## src/rtl/lfb_pkg.sv

```systemverilog
package lfb_pkg;
  typedef logic bank_sel_t;

  function automatic bank_sel_t other_bank(bank_sel_t b);
    return ~b;
  endfunction
endpackage

```

## src/rtl/lfb_rst_sync.sv

```systemverilog
module lfb_rst_sync (
  input  logic clk,
  input  logic rst_n_in,
  output logic rst_n_out
);
  logic [1:0] sync_q;

  always_ff @(posedge clk or negedge rst_n_in) begin
    if (!rst_n_in) sync_q <= 2'b00;
    else           sync_q <= {sync_q[0], 1'b1};
  end

  assign rst_n_out = sync_q[1];
endmodule

```

## src/rtl/lfb_lane_deser.sv

```systemverilog
module lfb_lane_deser #(
  parameter int PIX_W = 8
) (
  input  logic             clk,
  input  logic             rst_n,
  input  logic             clear,
  input  logic             bit_en,
  input  logic             bit_in,
  output logic [PIX_W-1:0] word,
  output logic             word_done
);
  localparam int CNT_W = $clog2(PIX_W);

  logic [PIX_W-2:0] shift_q, shift_d;
  logic [CNT_W-1:0] cnt_q, cnt_d;

  assign word = {shift_q, bit_in};

  always_comb begin
    shift_d   = shift_q;
    cnt_d     = cnt_q;
    word_done = 1'b0;
    if (clear) begin
      cnt_d = '0;
    end else if (bit_en) begin
      shift_d = word[PIX_W-2:0];
      if (cnt_q == CNT_W'(PIX_W-1)) begin
        cnt_d     = '0;
        word_done = 1'b1;
      end else begin
        cnt_d = cnt_q + 1'b1;
      end
    end
  end

  always_ff @(posedge clk or negedge rst_n) begin
    if (!rst_n) begin
      shift_q <= '0;
      cnt_q   <= '0;
    end else begin
      shift_q <= shift_d;
      cnt_q   <= cnt_d;
    end
  end
endmodule

```

## src/rtl/lfb_frame_store.sv

```systemverilog
module lfb_frame_store #(
  parameter int NUM_LANES      = 32,
  parameter int PIX_W          = 8,
  parameter int WORDS_PER_LANE = 4,
  localparam int LINE_W = NUM_LANES * PIX_W,
  localparam int ROW_W  = $clog2(WORDS_PER_LANE),
  localparam int LANE_W = $clog2(NUM_LANES)
) (
  input  logic              clk,
  input  logic              wr_en,
  input  lfb_pkg::bank_sel_t wr_bank,
  input  logic [ROW_W-1:0]  wr_row,
  input  logic [LINE_W-1:0] wr_line,
  input  lfb_pkg::bank_sel_t rd_bank,
  input  logic [ROW_W-1:0]  rd_row,
  input  logic [LANE_W-1:0] rd_lane,
  output logic [PIX_W-1:0]  rd_pixel
);
  logic [LINE_W-1:0] mem_q [2][WORDS_PER_LANE];
  logic [LINE_W-1:0] rd_line;

  always_ff @(posedge clk) begin
    if (wr_en) mem_q[wr_bank][wr_row] <= wr_line;
  end

  assign rd_line  = mem_q[rd_bank][rd_row];
  assign rd_pixel = rd_line[rd_lane*PIX_W +: PIX_W];
endmodule

```

## src/rtl/lfb_drain.sv

```systemverilog
module lfb_drain #(
  parameter int FRAME_PIX = 128,
  localparam int ADDR_W = $clog2(FRAME_PIX)
) (
  input  logic               clk,
  input  logic               rst_n,
  input  logic [1:0]         bank_full,
  input  logic               out_ready,
  output lfb_pkg::bank_sel_t rd_bank,
  output logic [ADDR_W-1:0]  rd_addr,
  output logic               out_valid,
  output logic               out_sof,
  output logic               out_eof,
  output logic               release_bank
);
  lfb_pkg::bank_sel_t bank_q, bank_d;
  logic [ADDR_W-1:0]  addr_q, addr_d;
  logic               last_word;

  assign rd_bank   = bank_q;
  assign rd_addr   = addr_q;
  assign out_valid = bank_full[bank_q];
  assign last_word = (addr_q == ADDR_W'(FRAME_PIX-1));
  assign out_sof   = out_valid && (addr_q == '0);
  assign out_eof   = out_valid && last_word;

  always_comb begin
    bank_d       = bank_q;
    addr_d       = addr_q;
    release_bank = 1'b0;
    if (out_valid && out_ready) begin
      if (last_word) begin
        addr_d       = '0;
        bank_d       = lfb_pkg::other_bank(bank_q);
        release_bank = 1'b1;
      end else begin
        addr_d = addr_q + 1'b1;
      end
    end
  end

  always_ff @(posedge clk or negedge rst_n) begin
    if (!rst_n) begin
      bank_q <= 1'b0;
      addr_q <= '0;
    end else begin
      bank_q <= bank_d;
      addr_q <= addr_d;
    end
  end
endmodule

```

## src/rtl/lane_frame_buffer.sv

```systemverilog
module lane_frame_buffer #(
  parameter int NUM_LANES      = 32,
  parameter int PIX_W          = 8,
  parameter int WORDS_PER_LANE = 4
) (
  input  logic                 clk,
  input  logic                 rst_n,
  input  logic                 frame_start,
  input  logic                 in_valid,
  input  logic [NUM_LANES-1:0] lane_bits,
  input  logic                 out_ready,
  output logic                 out_valid,
  output logic [PIX_W-1:0]     out_data,
  output logic                 out_sof,
  output logic                 out_eof,
  output logic                 frame_dropped
);
  import lfb_pkg::*;

  localparam int FRAME_PIX = NUM_LANES * WORDS_PER_LANE;
  localparam int LINE_W    = NUM_LANES * PIX_W;
  localparam int ROW_W     = $clog2(WORDS_PER_LANE);
  localparam int LANE_W    = $clog2(NUM_LANES);
  localparam int ADDR_W    = ROW_W + LANE_W;

  logic rst_n_s;

  lfb_rst_sync u_rst (.clk(clk), .rst_n_in(rst_n), .rst_n_out(rst_n_s));

  // Fill state
  logic             filling_q, filling_d;
  bank_sel_t        wr_bank_q, wr_bank_d;
  logic [ROW_W-1:0] wr_row_q, wr_row_d;
  logic [1:0]       full_q, full_d;
  logic             drop_q, drop_d;

  logic                 lane_en;
  logic [NUM_LANES-1:0] lane_done;
  logic [LINE_W-1:0]    lane_line;
  logic                 row_strobe;

  bank_sel_t         rd_bank;
  logic [ADDR_W-1:0] rd_addr;
  logic              release_bank;

  assign lane_en = in_valid && filling_q && !frame_start;

  for (genvar k = 0; k < NUM_LANES; k++) begin : g_lane
    lfb_lane_deser #(.PIX_W(PIX_W)) u_deser (
      .clk       (clk),
      .rst_n     (rst_n_s),
      .clear     (frame_start),
      .bit_en    (lane_en),
      .bit_in    (lane_bits[k]),
      .word      (lane_line[k*PIX_W +: PIX_W]),
      .word_done (lane_done[k])
    );
  end

  // All lanes share one strobe, so they finish a word together.
  assign row_strobe = &lane_done;

  always_comb begin
    filling_d = filling_q;
    wr_bank_d = wr_bank_q;
    wr_row_d  = wr_row_q;
    full_d    = full_q;
    drop_d    = 1'b0;
    if (release_bank) full_d[rd_bank] = 1'b0;
    if (frame_start) begin
      wr_row_d = '0;
      if (full_q[wr_bank_q]) begin
        filling_d = 1'b0;
        drop_d    = 1'b1;
      end else begin
        filling_d = 1'b1;
      end
    end else if (row_strobe) begin
      if (wr_row_q == ROW_W'(WORDS_PER_LANE-1)) begin
        full_d[wr_bank_q] = 1'b1;
        filling_d         = 1'b0;
        wr_bank_d         = other_bank(wr_bank_q);
        wr_row_d          = '0;
      end else begin
        wr_row_d = wr_row_q + 1'b1;
      end
    end
  end

  always_ff @(posedge clk or negedge rst_n_s) begin
    if (!rst_n_s) begin
      filling_q <= 1'b0;
      wr_bank_q <= 1'b0;
      wr_row_q  <= '0;
      full_q    <= 2'b00;
      drop_q    <= 1'b0;
    end else begin
      filling_q <= filling_d;
      wr_bank_q <= wr_bank_d;
      wr_row_q  <= wr_row_d;
      full_q    <= full_d;
      drop_q    <= drop_d;
    end
  end

  assign frame_dropped = drop_q;

  lfb_frame_store #(
    .NUM_LANES(NUM_LANES), .PIX_W(PIX_W), .WORDS_PER_LANE(WORDS_PER_LANE)
  ) u_store (
    .clk      (clk),
    .wr_en    (row_strobe),
    .wr_bank  (wr_bank_q),
    .wr_row   (wr_row_q),
    .wr_line  (lane_line),
    .rd_bank  (rd_bank),
    .rd_row   (rd_addr[ADDR_W-1:LANE_W]),
    .rd_lane  (rd_addr[LANE_W-1:0]),
    .rd_pixel (out_data)
  );

  lfb_drain #(.FRAME_PIX(FRAME_PIX)) u_drain (
    .clk          (clk),
    .rst_n        (rst_n_s),
    .bank_full    (full_q),
    .out_ready    (out_ready),
    .rd_bank      (rd_bank),
    .rd_addr      (rd_addr),
    .out_valid    (out_valid),
    .out_sof      (out_sof),
    .out_eof      (out_eof),
    .release_bank (release_bank)
  );
endmodule

```

## config.mk

```make
export PLATFORM = sky130hd
export DESIGN_NAME = lane_frame_buffer
export DESIGN_NICKNAME = d
export VERILOG_FILES = /design/src/rtl/lfb_pkg.sv /design/src/rtl/lfb_rst_sync.sv /design/src/rtl/lfb_lane_deser.sv /design/src/rtl/lfb_frame_store.sv /design/src/rtl/lfb_drain.sv /design/src/rtl/lane_frame_buffer.sv
export SDC_FILE = /design/constraint.sdc
export NUM_CORES = 2
export LEC_CHECK = 0
export ABC_AREA = 1
export ABC_CLOCK_PERIOD_IN_PS = 21700
export BUFFER_PORTS_ARGS = -buffer_cell sky130_fd_sc_hd__buf_2
export CAP_MARGIN = 30
export CORE_ASPECT_RATIO = 1.5
export CORE_UTILIZATION = 40
export CTS_CLUSTER_SIZE = 40
export DETAILED_ROUTE_END_ITERATION = 6
export PLACE_DENSITY = 0.64
export SLEW_MARGIN = 20
export SYNTH_ARGS = -nofsm -noshare
export SYNTH_HDL_FRONTEND = slang
export SYNTH_SLANG_ARGS = --single-unit
```

## constraint.sdc

```tcl
create_clock -name clk -period 21.7 [get_ports clk]
set_clock_uncertainty 0.1 [all_clocks]
set_input_delay 3.255 -clock clk [delete_from_list [all_inputs] [get_ports clk]]
set_output_delay 3.255 -clock clk [all_outputs]
set_load 0.05 [all_outputs]
```

## Word level (Yosys, flattened, before mapping)

Memory sizes are Yosys's and may differ from the RTL's.
Cells that the tools add are included.

- Bits in registers: 337
- Bits in latches: 0
- RAM bits: 2048
- ROM bits: 0
- Input port bits: 37
- Output and inout bits: 12
- Memories kept: 1

Memory list:

| name | words | bits a word | rd ports | clocked after Yosys merged registers in | wr ports | line | RTL |
|---|---|---|---|---|---|---|---|
| u_store.mem_q | 2 | 1024 | 1 | 0 | 1 | lfb_frame_store.sv:19 | `logic [LINE_W-1:0] mem_q [2][WORDS_PER_LANE];` |

- $add $sub $neg: 34
- Multiply operators: 0
- Div/mod/pow operators: 0
- $lt $le $gt $ge: 7
- Equality and inequality tests: 34
- Shifts and indexed selects: 1
- Mux-type cells: 223
- Bitwise logic cells: 8
- Reduce and logical (&&, ||, !) cells: 18

Operator list:

| kind | number |
|---|---|
| two-way mux 1024 bit | 1 |
| two-way mux 256 bit | 3 |
| binary-select mux 256 bit (select 2 bit) | 1 |
| demux 256 bit (select 2 bit) | 1 |
| two-way mux 3 bit | 96 |
| indexed part select 256 x 9 -> 8 bit | 1 |
| two-way mux 1 bit | 111 |
| adder 3 x 1 -> 3 bit (second input constant) | 32 |
| equality test 3 bit (second input constant) | 32 |
| AND reduction 34 bit | 1 |
| AND reduction 32 bit | 1 |
| two-way mux 2 bit | 7 |
| logical AND 1 bit | 8 |
| adder 7 x 1 -> 7 bit (second input constant) | 1 |
| equality test 7 bit (second input constant) | 1 |
| logical NOT 7 bit | 1 |
| two-way mux 7 bit | 1 |
| >= comparator 3 bit (second input constant) | 2 |
| inverter 2 -> 3 bit | 2 |
| AND reduction 2 bit | 3 |
| nonzero test 2 bit | 3 |
| less-than comparator 1 x 2 -> 1 bit (second input constant) | 2 |
| less-than comparator 3 x 1 -> 1 bit (second input constant) | 1 |
| inverter 1 bit | 3 |
| 8 further kinds | 10 |

## Logic depth before layout (Yosys ltp)

- Depth in word-level cells: 11
- Mapped depth: 17
- Depth with buffers taken out: 15

## By module

Synthesis repeated with hierarchy kept, for this count alone.

- Cells, all modules: 8430
- Area total of the unflattened synthesis: 97175.7 sq um

By module, submodules not included:

| module | times used | cells an instance | area an instance (sq um) | seq. area each (sq um) |
|---|---|---|---|---|
| lfb_frame_store | 1 | 6624 | 81843.5 | 61499.0 |
| lfb_lane_deser | 32 | 52 | 446.7 | 250.2 |
| lfb_drain | 1 | 68 | 529.3 | 200.2 |
| lane_frame_buffer | 1 | 71 | 455.4 | 175.2 |
| lfb_rst_sync | 1 | 3 | 53.8 | 50.0 |

## Least setup slack after synthesis

No wires, ideal clock.

- Kind: input -> register
- From: input port in_valid
- To: memory u_store.mem_q[1][0] (netlist bit), enable pin
- Library setup time: 0.878 ns
- Data arrival time: 14.830 ns
- Required time: 20.722 ns
- Slack: 5.892 ns
- Stages: 8
- Buffers on the path: 0
- Cell sequence: nand2_1 > nor2_2 > inv_2 > nor3_1 > nand3_1 > inv_1 > nand2_1 > nor2_1

- Word-level cells in the longest chain between the ends: 7
- Elaborated cells between the ends (all ways): 69

RTL lines:

| element | line | RTL |
|---|---|---|
| start, declared | lane_frame_buffer.sv:9 | `input logic in_valid,` |
| logical AND 1 bit (*) (2 in a row) | lane_frame_buffer.sv:46 | `assign lane_en = in_valid && filling_q && !frame_start;` |
| two-way mux 1 bit | lfb_lane_deser.sv:25 | `end else if (bit_en) begin` |
| two-way mux 1 bit | lfb_lane_deser.sv:23 | `if (clear) begin` |
| AND reduction 32 bit (*) | lane_frame_buffer.sv:61 | `assign row_strobe = &lane_done;` |
| two-way mux 1 bit (*) | lfb_frame_store.sv:23 | `if (wr_en) mem_q[wr_bank][wr_row] <= wr_line;` |
| two-way mux 1024 bit (implied by the code) (*) | lfb_frame_store.sv:23 |  |
| end, declared | lfb_frame_store.sv:19 |  |

Mark *: on every way between the ends. The rest lies on a longest branch, timed or not.

## Final worst setup path

- From: register u_drain.bank_q (netlist: u_drain.rd_bank)
- To: output port out_data[2]

- Word-level cells in the longest chain between the ends: 5

RTL lines:

| element | line | RTL |
|---|---|---|
| start, declared | lfb_drain.sv:16 | `lfb_pkg::bank_sel_t bank_q, bank_d;` |
| start signal, assigned | lfb_drain.sv:47 | `bank_q <= bank_d;` |
| memory read (2 x 1024 bit) | n/a |  |
| binary-select mux 256 bit (select 2 bit) | lfb_frame_store.sv:26 | `assign rd_line = mem_q[rd_bank][rd_row];` |
| two-way mux 256 bit (implied by the code) (2 in a row) | lfb_frame_store.sv:26 |  |
| indexed part select 256 x 9 -> 8 bit | lfb_frame_store.sv:27 | `assign rd_pixel = rd_line[rd_lane*PIX_W +: PIX_W];` |
| end, declared | lane_frame_buffer.sv:13 | `output logic [PIX_W-1:0] out_data,` |

Every way passes these cells. The select of a mux whose other input is x is not followed.

==> run metrics <==
largest net degree at the start of global routing=207; CTS root buffer=clkbuf_16; register bit count reported by yosys=2,385; Area growth syn-to-layout=10.89%; width of the die=400.7 um; sequential share of the synthesized area=73.31%; Detail Route Antenna Nets=0; CTS Buf Count=209; Max Fclk=99.87 MHz; synth top area cells=edfxtp_1 (64%), nand3_1 (11%), nand2_1 (10%), dfrtp_1 (8.8%), buf_2 (1.4%); post-CTS sizing=0; CP Max Fanout=102; Crit Reg-Reg Startpoint=filling_q$_DFFE_PN0P_; kind of critical path=reg2out; Clock Tree Buf Depth=4; design area=between 0.1 and 0.15 sq mm; total core area=roughly 0.24 sq mm; gr ovfl total=0; power per cell area=approximately 90 mW/mm^2; status=finished clean; cell with the most instances after synthesis=nand2_1; Post-DP Area=0.09841 sq mm; num ports=49; worst min-delay path class=reg2reg; HPWL Detailed=124.9 mm; unrepaired setup endpoints after global routing=false; fin crit period=10,010 ps; Yosys warnings=0; Cells after Synth=8,086; total power draw=9.519 mW; DP Worst Slack=12,630 ps; DR vias=between 60k and 70k; Initial Util=about two fifths; setup_tns=0 ps; CTS tree=yes; worst path arrival time=6660 ps; routability cong.=0.7844; DRC viols=0; Fin. Hold Viols=0; first-pass GRT wire length=369.3 mm; Clk Latency, worst-skew pair=roughly 860 ps; Pleak=38.87 nW; Syn Nets=8,193; Nets=8,050; Hold Crit Start=u_rst.sync_q[0]$_DFF_PN0_; Req. time, crit path=18,350 ps; setup bufs post-CTS=0; WL/cell=between 20 and 25 um; port buffer count=48; Die Ht=600.1 um; Startpoint Class=register; Slew Viols, Final=0; H-Tree Depth=4; vias per cell=5.494; asr flop ratio synth=14.13%; clock-pin slew on the worst setup and hold paths=70 ps; R2R Setup Slk=15,820 ps; post-synth top area cell=edfxtp_1; crit path from=u_drain.rd_bank$_DFFE_PN0N_; die area=0.2405 sq mm; number of iterations in the first detailed-routing pass=7; gr usage total=19.87%; Critical Path End Type=primary output; row count=219; Top FF cell, synth=edfxtp_1; Final setup viols=0; routed wire length=244.4 mm; Synth cell types=25; share of layout cells above drive strength 1=under 10%; Commonest cells post-synth=nand2_1 (2,635), edfxtp_1 (2,048), nand3_1 (2,020); Slew @ Worst Pin=~1100 ps; post-synth top area share=64.47%; clk sink count=2,385; Fillers=20.96k; Final WS setup=~12,000 ps; initial antenna violation count=20; Peak supply drop=0.06398 mV; crit share post-route=46.14%; Syn Std Cell Area=0.09539 sq mm; relative slew slack=26.23%; CTS Hold Bufs=0; 1st-iter DRT viols=6,043; Post-synth EDFFs=a little over 2k; vias in the first global route=60.61k; Max Cap Viol=0; Syn Area/Cell=11.80 sq um
==> cell families (layout without fill, tap and decap cells) <==
logic type                 Yosys count  in the layout  synth area share [%]
and+or+nand+nor                   4712           4712                 21.23
xor gates and xnor gates             3              3               0.02755
adders and majority gates           70             70                0.9181
AOI/OAI and AO/OA                  250            250                 1.474
DFF                               2385           2385                 73.31
buffers and inverters              665            691                 3.036
other                                1              3              0.003931
==> flip-flops by register name (all words and copies together), names as in the netlist <==
register / count
filling_q: 1
u_drain.rd_addr: 7
frame_dropped: 1
wr_row_q: 2
wr_bank_q: 1
full_q: 2
g_lane.u_deser.shift_q: 224
g_lane.u_deser.cnt_q: 96
u_drain.rd_bank: 1
u_store.mem_q: 2048
u_rst.sync_q: 2
==> critical path, stage by stage, from the launching register on <==
cell     delay, ps
dfrtp_4        720
inv_8          570
buf_4          750
buf_4          870
buf_4          760
nand2_1        120
nand3_1        100
nand3_1         90
nand3_1        140
nand3_1         90
nand3_1        180
nand3_1        320
nand2_1        160
nand2_1        130
nand2_1        320
buf_2          340
==> path summary, 6_finish.rpt <==
check	to	cells past startpoint
worst max register to register	u_store.mem_q[0][264]$_DFFE_PP_	13
max in group asynchronous	g_lane[21].u_deser.shift_q[6]$_DFFE_PN0P_	2
worst min-delay path	u_rst.sync_q[1]$_DFF_PN0_	0
worst min register to register	u_rst.sync_q[1]$_DFF_PN0_	0
worst max-delay path	out_data[2]	15
min in group asynchronous	g_lane[28].u_deser.cnt_q[2]$_DFFE_PN0P_	0
==> power breakdown <==
| part | switching, mW | internal [mW] | leakage, nW |
|---|---|---|---|
| combinational | 0.105 | 0.0477 | 12.4 |
| clock | 1.67 | 2.28 | 3.51 |
| sequential | 0.205 | 5.21 | 23.0 |
| total | 1.98 | 7.54 | 38.9 |
==> through the flow <==
step / hold slack, ps / utilization [%] / std cells
after floorplan: 231.2 / - / 8086
after global placement: 240.4 / 41.43 / 10810
after detailed placement: 245.2 / 41.52 / 10820
after CTS: 260.1 / 44.57 / 11200
after global routing: 264.0 / 44.63 / 11210
final: 256.1 / 44.63 / 11210
==> routing by layer <==
metal / up-vias / global-route usage, % / share of wire (%)
li1: 28100 / - / -
met1: 30750 / 24.84 / 40
met2: 2249 / 34.96 / 50
met3: 469 / 2.641 / 6.5
met4: 14 / 7.588 / 3.7
met5: - / 0 / 0.032
==> layout make-up <==
| type | instances | area [sq um] | share of cell area [%] |
|---|---|---|---|
| Antenna cell | 2 | 5.005 | 0.004731 |
| Clock buffer | 257 | 5613 | 5.306 |
| Clock inverter | 123 | 1617 | 1.528 |
| Inverter | 139 | 565.5 | 0.5346 |
| Multi-Input combinational cell | 5036 | 22620 | 21.39 |
| Sequential cell | 2385 | 69950 | 66.13 |
| Tap cell | 3094 | 3871 | 3.660 |
| Timing Repair Buffer | 172 | 1528 | 1.444 |
==> layout by cell type (no fill, tap or decap), drive strengths merged <==
master	instances
a21oi	4
o31ai	31
nor2	42
diode	2
clkinvlp	17
nor4	1
nand4	10
nand3	2020
edfxtp	2048
a32o	15
ha	70
clkinv	66
nor3	4
bufinv	37
xor2	3
a211oi	1
buf	172
conb	1
nand2	2635
clkbuf	257
dfrtp	337
o21ai	199
inv	142
No activity file was read; power rests on OpenSTA's default activity.
